## src/rtl/ct_pkg.sv

```systemverilog
// Shared constants, types and bit-placement helpers for the compare timer.
// Assumes the channel count does not exceed the compare field width.
package ct_pkg;
    localparam int NCH      = 5;
    localparam int CW       = 32;
    localparam int FW       = 5;
    localparam int AW       = 8;
    localparam int FLD_LSB  = CW - FW;
    localparam int IRQ_MSB  = 15;
    localparam int CIW      = $clog2(NCH);
    localparam int STRIDE   = 4;

    localparam logic [1:0]    SZ_WORD  = 2'b10;
    localparam logic [AW-1:0] A_TB     = 8'h00;
    localparam logic [AW-1:0] A_OE     = 8'h10;
    localparam logic [AW-1:0] A_LVL    = 8'h14;
    localparam logic [AW-1:0] A_MSK    = 8'h18;
    localparam logic [AW-1:0] A_SET    = 8'h1C;
    localparam logic [AW-1:0] A_CLR    = 8'h20;
    localparam logic [AW-1:0] A_EN     = 8'h24;
    localparam logic [AW-1:0] A_CMP    = 8'h80;
    localparam logic [AW-1:0] A_CMK    = 8'hC0;
    localparam logic [AW-1:0] SPAN     = AW'(STRIDE * (NCH - 1));

    typedef logic [NCH-1:0] chvec_t;
    typedef logic [FW-1:0]  fld_t;

    // Channel n taken from word bit CW-1-n
    function automatic chvec_t hi_get(logic [CW-1:0] w);
        chvec_t r;
        for (int n = 0; n < NCH; n++) r[n] = w[CW-1-n];
        return r;
    endfunction

    // Channel n placed at word bit CW-1-n
    function automatic logic [CW-1:0] hi_put(chvec_t v);
        logic [CW-1:0] r;
        r = '0;
        for (int n = 0; n < NCH; n++) r[CW-1-n] = v[n];
        return r;
    endfunction

    // Channel n taken from word bit IRQ_MSB-n
    function automatic chvec_t lo_get(logic [CW-1:0] w);
        chvec_t r;
        for (int n = 0; n < NCH; n++) r[n] = w[IRQ_MSB-n];
        return r;
    endfunction

    // Channel n placed at word bit IRQ_MSB-n
    function automatic logic [CW-1:0] lo_put(chvec_t v);
        logic [CW-1:0] r;
        r = '0;
        for (int n = 0; n < NCH; n++) r[IRQ_MSB-n] = v[n];
        return r;
    endfunction
endpackage

```

## src/rtl/ct_timebase.sv

```systemverilog
// Free-running up counter with a software load.
// Assumes the load strobe is already qualified as a valid word write.
module ct_timebase
    import ct_pkg::*;
(
    input  logic          clk,
    input  logic          rst_n,
    input  logic          ld,
    input  logic [CW-1:0] ld_val,
    output logic [CW-1:0] cnt
);
    // Count up each clock, or take the loaded value
    always_ff @(posedge clk) begin
        if (!rst_n)  cnt <= '0;
        else if (ld) cnt <= ld_val;
        else         cnt <= cnt + CW'(1);
    end


    cnt_step_chk: assert property (@(posedge clk) disable iff (!rst_n)
        !ld |=> cnt == $past(cnt) + CW'(1));
endmodule

```

## src/rtl/ct_chan.sv

```systemverilog
// One compare channel: masked match against the top count field, output
// level selection and rising-edge detection for the status set.
// Assumes all configuration inputs come from registers.
module ct_chan
    import ct_pkg::*;
(
    input  logic clk,
    input  logic rst_n,
    input  fld_t cnt_top,
    input  fld_t cmp,
    input  fld_t cmk,
    input  logic oe,
    input  logic lvl,
    input  logic en,
    output logic out,
    output logic hw_set
);
    logic match;
    logic match_q;

    // Masked equality of the counter field against the compare value
    always_comb match = ((cnt_top ^ cmp) & ~cmk) == '0;

    // Pin level: programmed level on match, inverse otherwise, 0 if disabled
    always_comb out = oe & (match ? lvl : ~lvl);

    // Remember the previous match for edge detection
    always_ff @(posedge clk) begin
        if (!rst_n) match_q <= 1'b0;
        else        match_q <= match;
    end

    // Request a status set on a new match when enabled
    always_comb hw_set = match & ~match_q & en;


    rise_once_chk: assert property (@(posedge clk) disable iff (!rst_n)
        hw_set |=> !hw_set);


    out_hold_chk: assert property (@(posedge clk) disable iff (!rst_n)
        ($stable(cnt_top) && $stable(cmp) && $stable(cmk) && $stable(oe) && $stable(lvl))
        |-> $stable(out));
endmodule

```

## src/rtl/ct_regfile.sv

```systemverilog
// Register port decode, configuration and status storage and read mux.
// Assumes the read data is consumed in the same cycle as the request.
module ct_regfile
    import ct_pkg::*;
(
    input  logic                   clk,
    input  logic                   rst_n,
    input  logic                   sel,
    input  logic                   wr,
    input  logic [1:0]             size,
    input  logic [AW-1:0]          addr,
    input  logic [CW-1:0]          wdata,
    input  logic [CW-1:0]          count,
    input  chvec_t                 hw_set,
    output logic [CW-1:0]          rdata,
    output logic                   err,
    output logic                   ld,
    output logic [CW-1:0]          ld_val,
    output chvec_t                 oe_q,
    output chvec_t                 lvl_q,
    output chvec_t                 msk_q,
    output chvec_t                 en_q,
    output chvec_t                 sts_q,
    output logic [NCH-1:0][FW-1:0] cmp_q,
    output logic [NCH-1:0][FW-1:0] cmk_q
);
    logic           ok, wok;
    logic           cmp_hit, cmk_hit;
    logic [AW-1:0]  coff, koff;
    logic [CIW-1:0] cidx, kidx;
    chvec_t         set_v, clr_v, sts_d;

    // Qualify the access and locate compare-array hits
    always_comb begin
        ok      = sel && (size == SZ_WORD);
        err     = sel && (size != SZ_WORD);
        wok     = ok && wr;
        coff    = addr - A_CMP;
        koff    = addr - A_CMK;
        cidx    = coff[CIW+1:2];
        kidx    = koff[CIW+1:2];
        cmp_hit = (addr >= A_CMP) && (addr <= A_CMP + SPAN) && (addr[1:0] == 2'b00);
        cmk_hit = (addr >= A_CMK) && (addr <= A_CMK + SPAN) && (addr[1:0] == 2'b00);
        ld      = wok && (addr == A_TB);
        ld_val  = wdata;
    end

    // Next status: software set, then software clear, then hardware set wins
    always_comb begin
        set_v = (wok && addr == A_SET) ? lo_get(wdata) : '0;
        clr_v = (wok && addr == A_CLR) ? lo_get(wdata) : '0;
        sts_d = ((sts_q | set_v) & ~clr_v) | hw_set;
    end

    // Configuration registers, written on qualified word writes
    always_ff @(posedge clk) begin
        if (!rst_n) begin
            oe_q  <= '0;
            lvl_q <= '0;
            msk_q <= '0;
            en_q  <= '0;
            cmp_q <= '0;
            cmk_q <= '0;
        end else if (wok) begin
            if (addr == A_OE)  oe_q  <= hi_get(wdata);
            if (addr == A_LVL) lvl_q <= hi_get(wdata);
            if (addr == A_MSK) msk_q <= lo_get(wdata);
            if (addr == A_EN)  en_q  <= lo_get(wdata);
            if (cmp_hit)       cmp_q[cidx] <= wdata[CW-1:FLD_LSB];
            if (cmk_hit)       cmk_q[kidx] <= wdata[CW-1:FLD_LSB];
        end
    end

    // Interrupt status register
    always_ff @(posedge clk) begin
        if (!rst_n) sts_q <= '0;
        else        sts_q <= sts_d;
    end

    // Read mux; rejected or unmapped reads give all ones
    always_comb begin
        rdata = '1;
        if (ok) begin
            if (cmp_hit)
                rdata = {cmp_q[cidx], {FLD_LSB{1'b0}}};
            else if (cmk_hit)
                rdata = {cmk_q[kidx], {FLD_LSB{1'b0}}};
            else begin
                case (addr)
                    A_TB:         rdata = count;
                    A_OE:         rdata = hi_put(oe_q);
                    A_LVL:        rdata = hi_put(lvl_q);
                    A_MSK:        rdata = lo_put(msk_q);
                    A_SET, A_CLR: rdata = lo_put(sts_q);
                    A_EN:         rdata = lo_put(en_q);
                    default:      rdata = '1;
                endcase
            end
        end
    end


    bad_size_hold_chk: assert property (@(posedge clk) disable iff (!rst_n)
        (sel && wr && size != SZ_WORD)
        |=> ($stable(oe_q) && $stable(lvl_q) && $stable(msk_q) && $stable(en_q)));

    for (genvar n = 0; n < NCH; n++) begin : g_sts_chk

        sts_clear_chk: assert property (@(posedge clk) disable iff (!rst_n)
            (clr_v[n] && !hw_set[n]) |=> !sts_q[n]);

        sts_rise_src_chk: assert property (@(posedge clk) disable iff (!rst_n)
            $rose(sts_q[n]) |-> ($past(hw_set[n]) || $past(set_v[n])));
    end
endmodule

```

## src/rtl/cmp_timer_top.sv

```systemverilog
// Five-channel compare timer: time base, per-channel compare logic and a
// word-wide register port. Assumes a single clock domain for all inputs.
module cmp_timer_top (
    input  logic        clk,
    input  logic        rst_n,
    input  logic        bus_sel,
    input  logic        bus_wr,
    input  logic [1:0]  bus_size,
    input  logic [7:0]  bus_addr,
    input  logic [31:0] bus_wdata,
    output logic [31:0] bus_rdata,
    output logic        bus_err,
    output logic [4:0]  chan_out,
    output logic [4:0]  chan_irq
);
    import ct_pkg::*;

    logic                   ld;
    logic [CW-1:0]          ld_val, cnt;
    chvec_t                 oe_q, lvl_q, msk_q, en_q, sts_q, hw_set, outs;
    logic [NCH-1:0][FW-1:0] cmp_q, cmk_q;

    ct_regfile u_regs (
        .clk(clk), .rst_n(rst_n), .sel(bus_sel), .wr(bus_wr), .size(bus_size),
        .addr(bus_addr), .wdata(bus_wdata), .count(cnt), .hw_set(hw_set),
        .rdata(bus_rdata), .err(bus_err), .ld(ld), .ld_val(ld_val),
        .oe_q(oe_q), .lvl_q(lvl_q), .msk_q(msk_q), .en_q(en_q), .sts_q(sts_q),
        .cmp_q(cmp_q), .cmk_q(cmk_q)
    );

    ct_timebase u_tb (
        .clk(clk), .rst_n(rst_n), .ld(ld), .ld_val(ld_val), .cnt(cnt)
    );

    for (genvar n = 0; n < NCH; n++) begin : g_ch
        ct_chan u_ch (
            .clk(clk), .rst_n(rst_n), .cnt_top(cnt[CW-1:FLD_LSB]),
            .cmp(cmp_q[n]), .cmk(cmk_q[n]), .oe(oe_q[n]), .lvl(lvl_q[n]),
            .en(en_q[n]), .out(outs[n]), .hw_set(hw_set[n])
        );
    end

    // Drive pins and gate status onto the interrupt lines
    always_comb begin
        chan_out = outs;
        chan_irq = sts_q & msk_q;
    end


    irq_gate_chk: assert property (@(posedge clk) disable iff (!rst_n)
        ($stable(sts_q) && $stable(msk_q)) |-> $stable(chan_irq));
endmodule

```

## config.mk

```make
export PLATFORM = sky130hd
export DESIGN_NAME = cmp_timer_top
export DESIGN_NICKNAME = d
export VERILOG_FILES = /design/src/rtl/ct_pkg.sv /design/src/rtl/ct_timebase.sv /design/src/rtl/ct_chan.sv /design/src/rtl/ct_regfile.sv /design/src/rtl/cmp_timer_top.sv
export SDC_FILE = /design/constraint.sdc
export NUM_CORES = 1
export LEC_CHECK = 0
export BUFFER_PORTS_ARGS = -buffer_cell sky130_fd_sc_hd__buf_2
export CAP_MARGIN = 20
export CORE_UTILIZATION = 45
export CTS_BUF_LIST = sky130_fd_sc_hd__clkbuf_4 sky130_fd_sc_hd__clkbuf_8 sky130_fd_sc_hd__clkbuf_16
export DETAILED_ROUTE_END_ITERATION = 6
export PLACE_DENSITY = 0.71
export REMOVE_ABC_BUFFERS = 1
export SLEW_MARGIN = 20
export SYNTH_ARGS = -nofsm -noshare
export SYNTH_HDL_FRONTEND = slang
export SYNTH_HIERARCHICAL = 1
export SYNTH_SLANG_ARGS = --single-unit
export TNS_END_PERCENT = 20
```

## constraint.sdc

```tcl
create_clock -name clk -period 2.9 [get_ports clk]
set_clock_uncertainty 0.1 [all_clocks]
set_input_delay 0.58 -clock clk [delete_from_list [all_inputs] [get_ports clk]]
set_output_delay 0.58 -clock clk [all_outputs]
set_load 0.05 [all_outputs]
```

==> run summary, run 1 <==
Fraction of registers with async set/reset - 0%
Worst setup SP type - input pin
First drt pass iteration count - 4
Slew Viols, Final - 0
Yosys Warn Count - 6
Clock sinks - 112
Minimum clock period - 3.233 ns
Worst setup EP type - output port
Yosys top cell area share - 31.13%
Pwr Density - 370.4 nW/um^2
Setup ws final - -0.3330 ns
Share of cells above drive strength 1 - 25.89%
Starting density of the core - 46.69%
Gpl congestion - 0.8695
Post-Route Utilization - 55.66%
Wirelength, routed - 19.93 mm
Fillers - 1416
Core Box Area - 15430 um^2
Syn Area/Cell - 9.038 um^2
Max Fanout on Critical Path - 5
Clk pin slew, worst setup/hold paths - 0.08 ns
Final net count - 916
P_leak - 3.304 nW
GRT Total Usage - 24.76%
Kind of critical path - input pin to output port
First-pass GRT wire length - 31.68 mm
Main synth FF type - dfxtp_1
CTS tree - built
Tcrit/Tclk final - 111.5%
Largest net degree at the start of global routing - 36
Clock tree buffer depth - 2
Setup violators final - 32
Worst Hold Class - input pin to register
Hold_sp - bus_wdata[2]
Failing checks - negative setup slack
CTS H-Tree Depth - 3
Maxcap violations - 0
Final hold violation count - 0
Vias/cell - 5.754
Outcome - finished, violations left
Worst flop-to-flop path startpoint - u_tb/cnt[12]
Clock latency on the worst-skew pair - 0.36 ns
Setup TNS - -8.167 ns
Post-layout power - 3.180 mW
Slew @ Worst Pin - 0.6082 ns
Post-DP HPWL - 13.80 mm
Worst reg-to-reg setup slack - 0.64 ns
Initial antenna violation count - 0
Fmax - 309.3 MHz
Root Driver - clkbuf_16
Hold-fix buffers at CTS - 0
Post-synth EDFFs - 0
Die Span X - 128.5 um
Sequential share of the synthesized area - 31.13%
Worst Setup SP - bus_addr[5]
Peak supply drop - 0.0003552 V
CTS Buf Count - 9
Worst path required time - 2.22 ns
FP Rows - 45
Synthesized area - 7203 um^2
Placed cell area - 7863 um^2
Unrepaired setup endpoints after global routing - true
Initial DRC count - 470
Synth Register Bits - 112
Die Ht - 128.5 um
N_diodes - 0
Synth cell count leaders - dfxtp_1, mux2i_1, nor2b_1, a21o_1
Synthesis-to-finish area growth - 19.21%
Average wire per standard cell - 18.39 um
Hold Slack - 0.3401 ns
Most common cell in the netlist - dfxtp_1
Post-Synthesis Cells - 797
Remaining antenna violation count - 0
Ranking of synthesized cells by area - dfxtp_1, mux2i_1, nor2b_1
Synth area leader - dfxtp_1
Die area - 16520 um^2
I/O pin cnt - 89
Vias in the first global route - 5834
Unique cell type count in the Yosys netlist - 68
Design Area, Final - 8587 um^2
Relative slew slack - 59.23%
Overflow after GRT - 0
Port buffer count - 88
Critical path arrival - 2.55 ns
Drt drc - 0
Via count - 6237
==> placed cells by master (no fill, tap or decap), types with 8 or more instances in the layout <==
| master | instances |
|---|---|
| a21o_1 | 45 |
| a21oi_1 | 21 |
| a31oi_1 | 10 |
| and2_1 | 9 |
| and3_1 | 10 |
| buf_2 | 53 |
| buf_4 | 48 |
| buf_6 | 41 |
| clkbuf_16 | 9 |
| dfxtp_1 | 107 |
| mux2i_1 | 93 |
| nand2_1 | 29 |
| nand2b_1 | 13 |
| nand3_1 | 17 |
| nand4_1 | 10 |
| nor2_1 | 20 |
| nor2_8 | 8 |
| nor2b_1 | 71 |
| nor3_1 | 11 |
| o21ai_0 | 32 |
| o22ai_1 | 21 |
| or4_1 | 11 |
| xnor2_1 | 33 |
==> metrics by stage <==
step,setup slack [ns],instances
floorplan,-1.111,711
finish,-0.3330,1084
global placement,-0.3767,1064
CTS,-0.2840,1082
detailed placement,-0.3879,1064
global route,-0.3615,1084
==> kinds of logic (layout without fill, tap and decap cells) <==
logic type      after synthesis  in the layout  synth area share, %
simple gates                273            273                25.43
compound gates              183            184                17.60
flops                       112            112                31.13
mux                          99             99                13.84
buf+inv                      92            167                7.330
xor+xnor                     37             37                4.499
fa+ha+maj                     1              1               0.1737
==> critical path, cell delays in order <==
cell and delay (ns):
buf_6 0.09, or4_4 0.57, nor4_4 0.26, buf_4 0.17, buf_4 0.11, o311ai_4 0.14
a221o_1 0.34, o221a_4 0.14, buf_6 0.15
==> state kept, by name, summed over array words and instances (netlist names) <==
name	cells
u_regs/sts_q	5
u_tb/cnt	32
u_regs/msk_q	5
g_ch.u_ch/match_q	5
u_regs/oe_q	5
u_regs/lvl_q	5
u_regs/en_q	5
u_regs/cmk_q	25
u_regs/cmp_q	25
==> where the power goes <==
part	internal (mW)	switching [mW]	total (mW)
sequential	1.55	0.0166	1.57
clock	0.676	0.588	1.26
combinational	0.147	0.201	0.349
==> layer usage <==
metal / part of all wire, % / GRT usage [%] / vias up / wire length, um
li1: - / - / 3012 / -
met1: 47 / 34.13 / 2999 / 9323
met2: 47 / 39.40 / 206 / 9291
met3: 5.2 / 4.615 / 20 / 1045
met4: 1.4 / 7.059 / 0 / 272
met5: 0 / 0 / - / 0
==> layout make-up <==
| class | instances | area, um^2 | share of cell area (%) |
|---|---|---|---|
| timing repair buffer | 146 | 1167 | 13.59 |
| clock inverter | 5 | 58.81 | 0.6848 |
| inverter | 6 | 22.52 | 0.2623 |
| tap | 211 | 264.0 | 3.074 |
| clock buffer | 10 | 232.7 | 2.710 |
| sequential | 112 | 2248 | 26.18 |
| multi-input combinational | 594 | 4593 | 53.49 |
==> worst paths after layout <==
check / end / cells after the start
setup / recovery: bus_rdata[29] / 9
hold / removal: u_tb/cnt[2] / 2
setup reg to reg: u_tb/cnt[30] / 4
hold reg to reg: u_regs/cmk_q[7] / 2
==> repair_timing <==
action	4_1_cts	5_1_grt
setup endpoints to repair	35	34
cloned	1	0
pin swaps	32	7
resized for setup	91	19
setup buffers	2	2
(Power assumes the default switching activity.)
==> run 2, diff against run 1 <==
--- a/config.mk
+++ b/config.mk
@@ -10,8 +10,7 @@
 export CORE_UTILIZATION = 45
 export CTS_BUF_LIST = sky130_fd_sc_hd__clkbuf_4 sky130_fd_sc_hd__clkbuf_8 sky130_fd_sc_hd__clkbuf_16
 export DETAILED_ROUTE_END_ITERATION = 6
-export PLACE_DENSITY = 0.71
-export REMOVE_ABC_BUFFERS = 1
+export PLACE_DENSITY = 0.69
 export SLEW_MARGIN = 20
 export SYNTH_ARGS = -nofsm -noshare
 export SYNTH_HDL_FRONTEND = slang
==> constraint.sdc (replaced) <==
create_clock -name clk -period 3.1 [get_ports clk]
set_clock_uncertainty 0.1 [all_clocks]
set_input_delay 0.62 -clock clk [delete_from_list [all_inputs] [get_ports clk]]
set_output_delay 0.62 -clock clk [all_outputs]
set_load 0.05 [all_outputs]
==> run 2 against run 1 <==
Effect of this change:
- the run still ends with negative setup slack left
- die area did not move
- critical path type unchanged
- critical endpoint is now bus_rdata[30]
- final cell count rose by 0.28%
- via count fell by 0.21%
- count of clock-buffer cells in the layout rose by 3
- core utilization fell by 0.11 points
==> run summary, run 2 (same netlist as run 1, synthesis figures left out) <==
Worst reg-to-reg setup slack - 0.82 ns (+0.18 ns)
Switching Fraction - 24.21% (-1.1 points)
FF-to-FF End - u_tb/cnt[30]
Initial DRC count - 466 (-0.85%)
Non-filler cells, final - 1087 (+0.28%)
Setup ws final - -0.1145 ns (+0.2186 ns)
Worst slack, placed - -0.3710 ns (+0.01694 ns)
Worst path required time - 2.38 ns (+0.16 ns)
CTS H-Tree Depth - 3 (unchanged)
Minimum clock period - 3.214 ns
Reg2Reg Depth - 5 (+1)
Gpl congestion - 0.9012 (+3.6%)
Port buffer count - 88 (unchanged)
Critical path arrival - 2.49 ns (-0.06 ns)
Clock latency on the worst-skew pair - 0.36 ns (about the same)
Kind of critical path - input pin to output port
Failing checks - negative setup slack
Largest net degree at the start of global routing - 48 (+33%)
Post-DP HPWL - 13.91 mm (+0.82%)
Outcome - finished, violations left
First drt pass iteration count - 7 (+3)
Placed cell area - 7870 um^2 (about the same)
Top flop regs - u_tb/cnt x32, u_regs/cmk_q x25, u_regs/cmp_q x25
Psw - 0.7233 mW (-10%)
Setup TNS - -1.193 ns (+6.974 ns)
Clock tree buffer depth - 2 (unchanged)
First-pass GRT wire length - 30.99 mm (-2.2%)
Root Driver - clkbuf_16
Placed cells - 1065 (+0.094%)
Overflow after GRT - 0 (unchanged)
Fillers - 1411 (-0.35%)
Worst setup path endpoint - bus_rdata[30]
Seq pwr share - 49.1% (-0.2 points)
Clock power frac - 40.6% (+0.9 points)
Synthesis-to-finish area growth - 18.97%
Die area - 16520 um^2 (unchanged)
Syn_nets - 844
Design Area, Final - 8569 um^2 (-0.20%)
Setup violators final - 30 (-6.3%)
Hold-fix buffers at CTS - 0 (unchanged)
Slew Viols, Final - 0 (unchanged)
I/O pin cnt - 89 (unchanged)
Int Pwr - 2.265 mW (-4.6%)
Worst setup SP type - input pin
Slew @ Worst Pin - 0.7995 ns (+0.1913 ns)
Starting density of the core - 46.69% (unchanged)
Worst setup EP type - output port
Maxcap violations - 0 (unchanged)
Peak supply drop - 0.0003943 V (+11%)
Pwr Density - 348.7 nW/um^2 (-5.9%)
Relative slew slack - 46.21% (-13 points)
Tcrit/Tclk final - 103.7%
N_diodes - 0 (unchanged)
CTS tree - built
Average wire per standard cell - 17.86 um (-2.9%)
Worst Hold Class - input pin to register
Vias in the first global route - 5800 (-0.58%)
FP Rows - 45 (unchanged)
Most frequent cells in the layout - dfxtp_1, mux2i_1, nor2b_1
Die Ht - 128.5 um (unchanged)
Vias/cell - 5.726 (-0.48%)
Final hold violation count - 0 (unchanged)
Die Span X - 128.5 um (unchanged)
Max FFs per register - 32 (unchanged)
Remaining antenna violation count - 0 (unchanged)
Post-layout power - 2.988 mW (-6.0%)
CTS Buf Count - 9 (unchanged)
Wirelength, routed - 19.42 mm (-2.6%)
Clk pin slew, worst setup/hold paths - 0.07 ns (about the same)
Post-Route Utilization - 55.55% (-0.11 points)
Clock sinks - 112 (unchanged)
Share of cells above drive strength 1 - 26.26% (+0.37 points)
Via count - 6224 (-0.21%)
GRT Total Usage - 24.09% (-0.67 points)
Worst Setup SP - bus_addr[0]
Logic pwr share - 10.2% (-0.8 points)
Worst flop-to-flop path startpoint - u_tb/cnt[0]
Unrepaired setup endpoints after global routing - true
Final net count - 919 (+0.33%)
Hold Slack - 0.3791 ns (+0.03899 ns)
Drt drc - 0 (unchanged)
Commonest non-fill, non-tap cell in the layout - dfxtp_1
P_leak - 3.323 nW (+0.57%)
Core Box Area - 15430 um^2 (unchanged)
Initial antenna violation count - 0 (unchanged)
Max Fanout on Critical Path - 5 (unchanged)
Top reg by flops - u_tb/cnt
Fmax - 311.1 MHz
-- run 2: changes by cell type in the layout (fill, tap and decap cells not counted), sizes merged --
| cell | delta |
|---|---|
| clkbuf | +3 |
| clkinvlp | -2 |
| buf | +3 |
| clkinv | -1 |
-- run 2: final cells by class --
cell class                 instances  area, um^2  area share [%]
inverter                           6       22.52          0.2628
tap                              211       264.0           3.081
timing repair buffer             149        1135           13.24
clock inverter                     2       38.79          0.4526
multi-input combinational        594        4598           53.66
sequential                       112        2243           26.18
clock buffer                      13       267.8           3.125
-- run 2: power groups by stage --
stage	combinational, mW	clock [mW]	sequential [mW]
detailed placement	0.289	0	1.50
global placement	0.289	0	1.50
global route	0.327	1.29	1.47
finish	0.306	1.21	1.47
CTS	0.302	1.24	1.47
floorplan	0.204	0	1.50
-- run 2: routing by layer --
layer	vias to the layer above	global-route usage, %	wire length, um
li1	3029	-	-
met5	-	0	0
met2	210	37.17	8771
met3	29	4.283	1170
met1	2956	33.32	9087
met4	0	9.412	387
-- run 2: worst max-delay path, cell delays in order --
cell      delay, ns
buf_6          0.10
or4_4          0.59
nor3_4         0.19
buf_4          0.16
o311ai_4       0.15
a221o_1        0.35
o211a_1        0.17
buf_6          0.16
-- run 2: timing repair --
action | CTS | global route
resized for setup | 85 | 9
gates cloned | 2 | 0
buffers inserted | 5 | 0
pin swaps | 29 | 2
endpoints found under the hold margin | 0 | 0
endpoints found under the setup margin | 32 | 35
-- run 2: how the worst min path moves through the flow --
stage,end,start,cells after the start,slack (ns)
after floorplan,u_regs/cmk_q[7],u_regs/cmk_q[7],2,0.37
after global placement,u_regs/cmk_q[7],u_regs/cmk_q[7],2,0.40
after detailed placement,u_tb/cnt[26],u_tb/cnt[26],2,0.41
after CTS,u_tb/cnt[2],bus_wdata[2],2,0.37
after global routing,u_tb/cnt[3],bus_wdata[3],2,0.39
final,u_tb/cnt[2],bus_wdata[2],2,0.38
==> run 3, diff against run 2 <==
--- a/config.mk
+++ b/config.mk
@@ -11,6 +11,7 @@
 export CTS_BUF_LIST = sky130_fd_sc_hd__clkbuf_4 sky130_fd_sc_hd__clkbuf_8 sky130_fd_sc_hd__clkbuf_16
 export DETAILED_ROUTE_END_ITERATION = 6
 export PLACE_DENSITY = 0.69
+export REMOVE_ABC_BUFFERS = 1
 export SLEW_MARGIN = 20
 export SYNTH_ARGS = -nofsm -noshare
 export SYNTH_HDL_FRONTEND = slang
==> run 3 against run 2 <==
Effect of this change:
- the run still ends with negative setup slack left
- global-route usage fell by 0.57 points
- non-clock buffer count is 9 lower
- via count is 1.1% lower
- hold slack improved by 0.0056 ns
- sequential power hardly changed
- count of clock-buffer cells in the layout is 2 lower
- die area stayed put
- design area down 0.45%
- core utilization decreased by 0.25 points
- largest power group unchanged
- highest routed layer unchanged
==> run summary, run 3 (same netlist as run 1, synthesis figures left out) <==
Share of cells above drive strength 1 - 24.34% (-1.9 points)
Slew @ Worst Pin - 0.8871 ns (+0.08765 ns)
Unrepaired setup endpoints after global routing - true
Pwr Density - 367.2 nW/um^2 (+5.3%)
Vias in the first global route - 5709 (-1.6%)
Switching Fraction - 23.68% (-0.53 points)
Overflow after GRT - 0 (unchanged)
Max FFs per register - 32 (unchanged)
Post-Route Utilization - 55.30% (-0.25 points)
Hold-fix buffers at CTS - 0 (unchanged)
Psw - 0.7418 mW (+2.6%)
Logic pwr share - 9.9% (-0.3 points)
CTS tree - built
Clock power frac - 43.3% (+2.7 points)
P_leak - 3.282 nW (-1.2%)
Design Area, Final - 8531 um^2 (-0.45%)
CTS H-Tree Depth - 3 (unchanged)
Top reg by flops - u_tb/cnt
Gpl congestion - 0.8770 (-2.7%)
M2 GR Usage - 37.36% (+0.19 points)
Die area - 16520 um^2 (unchanged)
Maxcap violations - 0 (unchanged)
Setup ws final - -0.04100 ns (+0.07348 ns)
Die Ht - 128.5 um (unchanged)
Worst path required time - 2.38 ns (about the same)
Relative slew slack - 40.31% (-5.9 points)
I/O pin cnt - 89 (unchanged)
Initial DRC count - 520 (+12%)
Sequence of cells on the critical path - buf_6 > or4_4 > nor4_4 > o311ai_2 > buf_4 > a221o_1 > o211a_1 > buf_6
Initial antenna violation count - 0 (unchanged)
Clock tree buffer depth - 2 (unchanged)
Clk pin slew, worst setup/hold paths - 0.07 ns (about the same)
Port buffer count - 88 (unchanged)
Average wire per standard cell - 17.71 um (-0.87%)
Kind of critical path - input pin to output port
GRT Total Usage - 23.53% (-0.57 points)
First drt pass iteration count - 5 (-2)
Slowest CP cell - or4_4
Tcrit/Tclk final - 101.3% (-2.4 points)
FF+latch area - 2245 um^2 (about the same)
Minimum clock period - 3.141 ns (-0.07348 ns)
Drt drc - 0 (unchanged)
Wirelength, routed - 19.09 mm (-1.7%)
Seq pwr share - 46.8% (-2.3 points)
Via count - 6153 (-1.1%)
Critical path arrival - 2.42 ns (-0.07 ns)
Final hold violation count - 0 (unchanged)
Fillers - 1412 (+0.071%)
N_diodes - 0 (unchanged)
Final net count - 909 (-1.1%)
Slew Viols, Final - 0 (unchanged)
Hold path cells - 2 (unchanged)
Reg2Reg Depth - 5 (unchanged)
Stages on worst setup path - 8 (unchanged)
Commonest non-fill, non-tap cell in the layout - dfxtp_1
Vias/cell - 5.708 (-0.32%)
Int Pwr - 2.391 mW (+5.6%)
Largest net degree at the start of global routing - 54 (+13%)
Fmax - 318.4 MHz (+2.3%)
Worst setup SP type - input pin
Worst setup EP type - output port
Root Driver - clkbuf_16
Outcome - finished, violations left
Most frequent cells in the layout - dfxtp_1, mux2i_1, nor2b_1
Core Box Area - 15430 um^2 (unchanged)
First-pass GRT wire length - 30.28 mm (-2.3%)
Clock sinks - 112 (unchanged)
Peak supply drop - 0.0002674 V (-32%)
Met1 Usage GRT - 32.41% (-0.91 points)
Setup violators final - 20 (-33%)
Remaining antenna violation count - 0 (unchanged)
Clock latency on the worst-skew pair - 0.36 ns (about the same)
Worst slack, placed - -0.2455 ns (+0.1255 ns)
Crit path max-delay family - simple AND/OR/NAND/NOR gates
Grt met3 use - 3.077% (-1.2 points)
WP buf/inv - 3 (unchanged)
Failing checks - negative setup slack
Area occupied by multi-input gates - 4539 um^2 (-1.3%)
Most Used Layer, Global Route - met2
Post-DP HPWL - 13.81 mm (-0.71%)
Worst Hold Class - input pin to register
FP Rows - 45 (unchanged)
Top flop regs - u_tb/cnt x32, u_regs/cmk_q x25, u_regs/cmp_q x25
Die Span X - 128.5 um (unchanged)
Placed cell area - 7820 um^2 (-0.64%)
Max Fanout on Critical Path - 5 (unchanged)
Crit-path max cell delay - 0.55 ns (-0.04 ns)
Post-layout power - 3.132 mW (+4.8%)
Synthesis-to-finish area growth - 18.43%
Starting density of the core - 46.69% (unchanged)
CP dominant cell by count - buf_6
CTS Buf Count - 9 (unchanged)
## run 3: through the flow
step	setup TNS, ns	instances	hold slack [ns]
after floorplan	-46.85	711	0.3697
after global placement	-5.946	1060	0.3939
after detailed placement	-6.052	1060	0.4077
after CTS	-0.2568	1078	0.3796
after global routing	-1.829	1078	0.3813
final	-0.2562	1078	0.3847
## run 3: path summary, 6_finish.rpt
path	slack, ns	start	endpoint
setup / recovery	-0.04	bus_addr[5]	bus_rdata[30]
hold / removal	0.38	bus_wdata[3]	u_tb/cnt[3]
setup reg to reg	0.86	u_tb/cnt[0]	u_tb/cnt[30]
hold reg to reg	0.42	u_regs/cmk_q[17]	u_regs/cmk_q[17]
## run 3: what timing repair did
action | CTS | global route
setup endpoints to repair | 32 | 33
setup buffers | 2 | 0
resized for setup | 83 | 10
pin swaps | 9 | 9
## run 3: power by group through the flow
stage / clock network (mW) / registers [mW] / logic, mW
2_1_floorplan: 0 / 1.50 / 0.138
3_5_place_dp: 0 / 1.50 / 0.295
3_3_place_gp: 0 / 1.50 / 0.295
5_1_grt: 1.43 / 1.47 / 0.331
4_1_cts: 1.37 / 1.47 / 0.306
6_report: 1.36 / 1.47 / 0.311
## run 3: area by class of cell
type,count,area share (%)
Sequential cell,112,26.31
Multi-Input combinational cell,593,53.21
Timing Repair Buffer,140,13.07
Tap cell,211,3.095
Clock buffer,11,2.816
Inverter,6,0.2640
Clock inverter,5,1.232
## run 3: worst register-to-register path, stage by stage, from the launching register on
cell     delay, ns
dfxtp_1       0.41
ha_1          0.27
and4_1        0.37
nand3_1       0.29
or4_1         0.57
a31oi_1       0.16
## run 3: metal layers
metal,vias up,routed length [um]
met1,2936,8988
met5,-,0
li1,3010,-
met4,0,487
met3,37,922
met2,170,8688
